[src/rtl/nbf_pkg.sv]
package nbf_pkg;
    localparam int LANES      = 14;
    localparam int UIS        = 12;
    localparam int PAY_W      = 144;
    localparam int KIND_W     = 2;
    localparam int CPL_FRAMES = 4;
    localparam int IDX_W      = $clog2(CPL_FRAMES);
    localparam int FRAME_W    = LANES * UIS;
    localparam int BODY_W     = PAY_W + KIND_W + IDX_W;
    localparam int CHK_W      = FRAME_W - BODY_W;
    localparam int CPL_W      = PAY_W * CPL_FRAMES;
    localparam int UI_W       = $clog2(UIS);

    typedef enum logic [KIND_W-1:0] {
        KIND_IDLE  = 2'b00,
        KIND_LOCAL = 2'b01
    } frame_kind_e;
endpackage

[src/rtl/nbf_frame_pack.sv]
module nbf_frame_pack
    import nbf_pkg::*;
(
    input  logic [PAY_W-1:0]   payload,
    input  frame_kind_e        kind,
    input  logic [IDX_W-1:0]   seq,
    output logic [FRAME_W-1:0] frame
);
    logic [BODY_W-1:0] body;
    logic [CHK_W-1:0]  chk;

    assign body = {kind, seq, payload};

    // check bit j folds every body bit whose index is j modulo CHK_W
    always_comb begin
        chk = '0;
        for (int i = 0; i < BODY_W; i++) begin
            chk[i % CHK_W] = chk[i % CHK_W] ^ body[i];
        end
    end

    assign frame = {chk, body};
endmodule

[src/rtl/nbf_fwd_fifo.sv]
module nbf_fwd_fifo #(
    parameter int DEPTH = 4,
    parameter int W     = 168
) (
    input  logic         clk,
    input  logic         rst_n,
    input  logic         push,
    input  logic [W-1:0] din,
    input  logic         pop,
    output logic [W-1:0] dout,
    output logic         empty,
    output logic         full
);
    localparam int PW = (DEPTH > 1) ? $clog2(DEPTH) : 1;
    localparam int CW = $clog2(DEPTH + 1);
    localparam logic [PW-1:0] PTR_LAST = PW'(DEPTH - 1);
    localparam logic [CW-1:0] CNT_FULL = CW'(DEPTH);

    typedef struct packed {
        logic [DEPTH-1:0][W-1:0] mem;
        logic [PW-1:0]           rd;
        logic [PW-1:0]           wr;
        logic [CW-1:0]           cnt;
    } fq_t;

    fq_t  q_q, q_d;
    logic push_ok, pop_ok;

    assign empty   = (q_q.cnt == '0);
    assign full    = (q_q.cnt == CNT_FULL);
    assign dout    = q_q.mem[q_q.rd];
    assign pop_ok  = pop && !empty;
    assign push_ok = push && (!full || pop_ok);

    always_comb begin
        q_d = q_q;
        if (push_ok) begin
            q_d.mem[q_q.wr] = din;
            q_d.wr = (q_q.wr == PTR_LAST) ? '0 : q_q.wr + PW'(1);
        end
        if (pop_ok) begin
            q_d.rd = (q_q.rd == PTR_LAST) ? '0 : q_q.rd + PW'(1);
        end
        q_d.cnt = q_q.cnt + (push_ok ? CW'(1) : '0) - (pop_ok ? CW'(1) : '0);
    end

    always_ff @(posedge clk or negedge rst_n) begin
        if (!rst_n) q_q <= '0;
        else        q_q <= q_d;
    end

    // a push into a full queue must coincide with a pop
    assert_no_overflow_R11: assert property (@(posedge clk) disable iff (!rst_n)
        (push && full) |-> pop);
    // the selector never pops an empty queue
    assert_no_underflow_R11: assert property (@(posedge clk) disable iff (!rst_n)
        pop |-> !empty);
endmodule

[src/rtl/nbf_lane_tap.sv]
module nbf_lane_tap
    import nbf_pkg::*;
(
    input  logic [FRAME_W-1:0] frame,
    input  logic [UI_W-1:0]    ui,
    output logic [LANES-1:0]   lanes
);
    always_comb begin
        lanes = '0;
        for (int u = 0; u < UIS; u++) begin
            if (ui == UI_W'(u)) lanes = frame[u*LANES +: LANES];
        end
    end
endmodule

[src/rtl/nb_frame_mux.sv]
module nb_frame_mux
    import nbf_pkg::*;
#(
    parameter int FWD_DEPTH = 4
) (
    input  logic               clk,
    input  logic               rst_n,
    input  logic               loc_valid,
    output logic               loc_ready,
    input  logic [CPL_W-1:0]   loc_data,
    input  logic               fwd_valid,
    input  logic [FRAME_W-1:0] fwd_frame,
    output logic [LANES-1:0]   nb_lanes,
    output logic               slot_start
);
    localparam logic [UI_W-1:0]  UI_LAST  = UI_W'(UIS - 1);
    localparam logic [IDX_W-1:0] IDX_LAST = IDX_W'(CPL_FRAMES - 1);

    typedef struct packed {
        logic [UI_W-1:0]    ui;
        logic [FRAME_W-1:0] frame;
        logic               held;
        logic               active;
        logic [IDX_W-1:0]   idx;
        logic [CPL_W-1:0]   cpl;
    } mux_st_t;

    mux_st_t st_q, st_d;

    logic               boundary;
    logic               fq_empty, fq_full, fq_pop;
    logic [FRAME_W-1:0] fq_dout;
    logic [IDX_W-1:0]   sel_idx;
    logic [PAY_W-1:0]   sel_pay;
    logic [FRAME_W-1:0] loc_frame;

    assign boundary   = (st_q.ui == UI_LAST);
    assign slot_start = (st_q.ui == '0);
    assign loc_ready  = !st_q.held;
    assign sel_idx    = st_q.active ? st_q.idx : '0;
    assign sel_pay    = st_q.cpl[int'(sel_idx)*PAY_W +: PAY_W];

    nbf_fwd_fifo #(.DEPTH(FWD_DEPTH), .W(FRAME_W)) u_fwd_q (
        .clk   (clk),
        .rst_n (rst_n),
        .push  (fwd_valid),
        .din   (fwd_frame),
        .pop   (fq_pop),
        .dout  (fq_dout),
        .empty (fq_empty),
        .full  (fq_full)
    );

    nbf_frame_pack u_pack (
        .payload (sel_pay),
        .kind    (KIND_LOCAL),
        .seq     (sel_idx),
        .frame   (loc_frame)
    );

    nbf_lane_tap u_tap (
        .frame (st_q.frame),
        .ui    (st_q.ui),
        .lanes (nb_lanes)
    );

    always_comb begin
        st_d   = st_q;
        fq_pop = 1'b0;
        st_d.ui = boundary ? '0 : st_q.ui + UI_W'(1);

        if (loc_valid && !st_q.held) begin
            st_d.held = 1'b1;
            st_d.cpl  = loc_data;
        end

        if (boundary) begin
            if (st_q.active) begin
                st_d.frame = loc_frame;
                if (st_q.idx == IDX_LAST) begin
                    st_d.active = 1'b0;
                    st_d.held   = 1'b0;
                    st_d.idx    = '0;
                end else begin
                    st_d.idx = st_q.idx + IDX_W'(1);
                end
            end else if (!fq_empty) begin
                st_d.frame = fq_dout;
                fq_pop     = 1'b1;
            end else if (st_q.held) begin
                st_d.frame  = loc_frame;
                st_d.active = 1'b1;
                st_d.idx    = IDX_W'(1);
            end else begin
                st_d.frame = '0;
            end
        end
    end

    always_ff @(posedge clk or negedge rst_n) begin
        if (!rst_n) st_q <= '0;
        else        st_q <= st_d;
    end

    // a slot start is never followed directly by another
    assert_slot_single_R2: assert property (@(posedge clk) disable iff (!rst_n)
        slot_start |=> !slot_start);
    // the cycle after the decision cycle opens a new slot
    assert_slot_wrap_R2: assert property (@(posedge clk) disable iff (!rst_n)
        boundary |=> slot_start);
    // accepting a completion closes the buffer at once
    assert_ready_drop_R10: assert property (@(posedge clk) disable iff (!rst_n)
        (loc_valid && loc_ready) |=> !loc_ready);
    // while a burst is in progress no new completion can enter
    assert_burst_closed_R9: assert property (@(posedge clk) disable iff (!rst_n)
        st_q.active |-> !loc_ready);
    // a queued forwarded frame wins an open boundary
    assert_fwd_first_R8: assert property (@(posedge clk) disable iff (!rst_n)
        (boundary && !st_q.active && !fq_empty) |=> (st_q.frame == $past(fq_dout)));
    // nothing to send means an all-zero idle frame
    assert_idle_frame_R5: assert property (@(posedge clk) disable iff (!rst_n)
        (boundary && !st_q.active && fq_empty && !st_q.held) |=> (st_q.frame == '0));
endmodule

[config.mk]
export PLATFORM = sky130hd
export DESIGN_NAME = nb_frame_mux
export DESIGN_NICKNAME = d
export VERILOG_FILES = /design/src/rtl/nbf_pkg.sv /design/src/rtl/nbf_frame_pack.sv /design/src/rtl/nbf_fwd_fifo.sv /design/src/rtl/nbf_lane_tap.sv /design/src/rtl/nb_frame_mux.sv
export SDC_FILE = /design/constraint.sdc
export NUM_CORES = 2
export LEC_CHECK = 0
export BUFFER_PORTS_ARGS = -buffer_cell sky130_fd_sc_hd__buf_2
export CORE_MARGIN = 3
export CORE_UTILIZATION = 35
export CTS_BUF_LIST = sky130_fd_sc_hd__clkbuf_8
export CTS_CLUSTER_DIAMETER = 120
export CTS_CLUSTER_SIZE = 24
export DETAILED_ROUTE_END_ITERATION = 12
export GPL_TIMING_DRIVEN = 0
export PLACE_DENSITY = 0.53
export SYNTH_ARGS = -nofsm -noshare
export SYNTH_HDL_FRONTEND = slang
export SYNTH_SLANG_ARGS = --single-unit
[constraint.sdc]
create_clock -name clk -period 6.95 [get_ports clk]
set_input_delay 0.3475 -clock clk [delete_from_list [all_inputs] [get_ports clk]]
set_output_delay 0.3475 -clock clk [all_outputs]
set_load 0.01 [all_outputs]
==> metrics <==
result of the run=finished, violations left; violated checks=capacitance limit; half-perimeter wire length of the detailed placement result=230000 um; signed area change from the synthesized netlist to the final layout=24.1%; Clk pin slew, worst setup/hold paths=0.17 ns; total number of yosys warnings=0; Post-synth EDFFs=0; routed vias=49900; critical setup path kind=reg2out; share of the clock period used by the worst path=76.7%; area taken by flip-flops and latches=0.0358 sq mm; arrival time at the worst endpoint=4.98 ns; share of layout cells above drive strength 1=38.3%; leading register cell type out of synthesis=sky130_fd_sc_hd__dfrtp_1; via count of the first global-routing pass=51600; drt initial violations=4167; Final GP Congestion=0.977; net total in the final layout=7271; Residual DRC=0; Hold/Removal Path Class=in2async; Die Y=440 um; final critical-path required period=5.33 ns; final-layout fill cell count=17300; Hold WS=0.0257 ns; Multi-input gate area=0.0283 sq mm; total of endpoints with negative setup slack in the final report=0; CTS HTree Levels=3; Bufs on Longest Clock Path=3; upper clock frequency limit=0.188 GHz; Post-Syn Instances=4919; leakage power figure=35.2 nW; clock sink count=1431; Mean Syn Cell Area=13.4 sq um; routed len/inst=32.4 um; number of vias per cell after detailed routing=5.52; Peak VDD IR=0.000244 V; Hold Fails Final Rpt=0; die width=440 um; maximum number of pins on one net before global-route repair=168; number of setup buffers added after CTS=0; startpoint kind of the worst setup timing path=flip-flop; number of pins with negative max-slew slack in the final report=0; Detail Route Antenna Nets=0; first-pass GRT wire length=405000 um; post-synth cell types=69; post-synthesis instance area=0.0660 sq mm; nets in the synthesized netlist=5680; Sum Neg Setup Slack=0 ns; maximum clock skew at final layout=0.0827 ns; biggest fanout along the worst timing path=10; TritonCTS clock tree=done; root buffer selected by CTS=sky130_fd_sc_hd__clkbuf_8; required time at the worst-slack endpoint=6.60 ns; ports placed on the boundary=764; die area=0.194 sq mm; starting density of the core=35.4%; maxcap violations=1; quantity of I/O buffers inserted on ports=763; unrepaired setup endpoints after global routing=no; Num CTS Buffers=71; fraction of the yosys area taken by sequential cells=54.2%; Tot GR Track Use=29.6%; aggregate global routing overflow=0; FF+latch count, synth=1431; fraction of registers with async set/reset=100%; Max transition margin=0.184%; number of antenna violations at the first check in global routing=81; Pwr per Cell Area=413 mW/mm^2; row cnt=158; Clock Latency Late Sink=0.92 ns; Slew @ Worst Pin=1.48 ns; total detailed-routing wirelength=293000 um; Initial DRT Pass Iterations=7; nature of the critical path endpoint=output port; core outline area=0.186 sq mm
==> path summary, 6_finish.rpt <==
check	to	startpoint	slack [ns]	cells past startpoint
hold reg to reg	st_q[706]$_DFFE_PN0N_	st_q[706]$_DFFE_PN0N_	0.50	2
max in group asynchronous	u_fwd_q.q_q[274]$_DFFE_PN0P_	rst_n	3.82	6
min in group clk	u_fwd_q.q_q[4]$_DFFE_PN0P_	fwd_valid	0.09	4
setup reg to reg	u_fwd_q.q_q[2]$_DFF_PN0_	st_q[750]$_DFF_PN0_	2.56	12
hold / removal	st_q[561]$_DFFE_PN0P_	rst_n	0.03	2
setup / recovery	nb_lanes[11]	st_q[748]$_DFF_PN0_	1.62	8
==> logic make-up after synthesis <==
group                      Yosys count  share of synthesized area, %
and+or+nand+nor                    634                          3.98
buffers and inverters              390                          2.97
muxes                             1567                          29.4
adders and majority gates           13                         0.258
DFF                               1431                          54.2
AOI/OAI and AO/OA                  786                          7.80
xor gates and xnor gates            98                          1.36
==> cell usage after synthesis, types with 4 or more instances <==
cell | n | area share, %
sky130_fd_sc_hd__buf_6 | 12 | 0.20
sky130_fd_sc_hd__clkbuf_1 | 192 | 1.1
sky130_fd_sc_hd__buf_4 | 71 | 0.81
sky130_fd_sc_hd__a31oi_1 | 53 | 0.50
sky130_fd_sc_hd__a211o_1 | 15 | 0.20
sky130_fd_sc_hd__a2bb2oi_1 | 37 | 0.49
sky130_fd_sc_hd__nand3_1 | 6 | 0.045
sky130_fd_sc_hd__o22ai_1 | 90 | 0.85
sky130_fd_sc_hd__a311oi_1 | 14 | 0.19
sky130_fd_sc_hd__o21ai_1 | 17 | 0.13
sky130_fd_sc_hd__a22oi_1 | 66 | 0.75
sky130_fd_sc_hd__a221oi_1 | 76 | 1.0
sky130_fd_sc_hd__xor2_1 | 34 | 0.45
sky130_fd_sc_hd__a211oi_1 | 6 | 0.068
sky130_fd_sc_hd__o211ai_1 | 21 | 0.24
sky130_fd_sc_hd__buf_2 | 71 | 0.54
sky130_fd_sc_hd__o2bb2ai_1 | 8 | 0.11
sky130_fd_sc_hd__nor3_1 | 40 | 0.30
sky130_fd_sc_hd__dfrtp_1 | 1431 | 54
sky130_fd_sc_hd__o22a_1 | 5 | 0.066
sky130_fd_sc_hd__a21oi_2 | 5 | 0.066
sky130_fd_sc_hd__inv_1 | 15 | 0.085
sky130_fd_sc_hd__a21oi_1 | 180 | 1.4
sky130_fd_sc_hd__nor2_1 | 290 | 1.6
sky130_fd_sc_hd__a221o_1 | 4 | 0.061
sky130_fd_sc_hd__nor2b_1 | 30 | 0.28
sky130_fd_sc_hd__mux2i_1 | 96 | 1.5
sky130_fd_sc_hd__xnor2_1 | 61 | 0.81
sky130_fd_sc_hd__mux2_2 | 1302 | 22
sky130_fd_sc_hd__mux4_2 | 168 | 5.7
sky130_fd_sc_hd__ha_1 | 12 | 0.23
sky130_fd_sc_hd__buf_1 | 22 | 0.13
sky130_fd_sc_hd__o221ai_1 | 21 | 0.28
sky130_fd_sc_hd__and2_1 | 7 | 0.066
sky130_fd_sc_hd__o21ai_0 | 142 | 1.1
sky130_fd_sc_hd__nand2_1 | 225 | 1.3
sky130_fd_sc_hd__nand2b_1 | 23 | 0.22
==> per-stage QoR <==
step	cell area, sq um	setup WS [ns]	std cells	util (%)	power, mW
after floorplan	66000	4.06	4919	-	22.2
after global placement	73000	-27.24	8162	39.1	29.4
after detailed placement	73200	2.70	8171	39.3	29.6
after CTS	81800	1.63	8998	43.9	33.7
after global routing	81900	1.65	9028	43.9	35.1
final	81900	1.62	9050	43.9	33.8
==> cell usage in the layout (no fill, tap or decap), drive strengths merged, types with 53 or more instances in the layout <==
cell type,synthesis,final
a31oi,53,53
dlygate4sd3,0,746
mux4,168,168
nand2,225,225
clkbuf,193,266
nor2,290,290
mux2i,96,96
xnor2,61,61
buf,180,952
a21oi,185,185
a22oi,66,66
dfrtp,1431,1431
o22ai,90,90
mux2,1303,1303
o21ai,160,160
a221oi,76,76
==> state kept, by name (all words and copies together), names as in the netlist <==
register     flops
u_fwd_q.q_q    679
st_q           752
==> area by class of cell <==
cell class | instances | area share, %
diodes | 52 | 0.159
plain buffers | 373 | 2.32
clock buffers | 73 | 1.23
clock inverters | 8 | 0.122
inverters | 17 | 0.0779
multi-input cells | 3098 | 34.5
flip-flops and latches | 1431 | 43.7
well taps | 2480 | 3.79
repair buffers | 1518 | 14.1
==> routing by layer <==
layer	global-route usage [%]	up-vias	routed length [um]
met3	4.56	616	16200
met5	0	-	268
met1	37.8	26200	121000
li1	-	21200	-
met2	48.5	1909	138000
met4	15.7	42	17900
==> critical path, cell delays in order, from the launching register on <==
cell and delay [ns]:
sky130_fd_sc_hd__dfrtp_1 0.48, sky130_fd_sc_hd__ha_1 0.30, sky130_fd_sc_hd__nand2_1 0.31, sky130_fd_sc_hd__clkbuf_1 0.60, sky130_fd_sc_hd__clkbuf_1 0.79, sky130_fd_sc_hd__clkbuf_1 0.58, sky130_fd_sc_hd__nor2_1 0.10, sky130_fd_sc_hd__a21oi_1 0.64
sky130_fd_sc_hd__buf_2 0.26
==> where the power goes <==
| part | internal (mW) | leakage (nW) | switching, mW | total (mW) |
|---|---|---|---|---|
| Combinational | 6.91 | 17.3 | 10.1 | 17.0 |
| Sequential | 11.3 | 17.3 | 1.74 | 13.0 |
| Clock | 0.991 | 0.572 | 2.80 | 3.79 |
==> timing repair <==
| action | CTS | global route |
|---|---|---|
| hold buffers | 746 | 0 |
| hold endpoints to repair | 1394 | 0 |
| resized for setup | 0 | 0 |
Power figures use the tool's default switching activity.
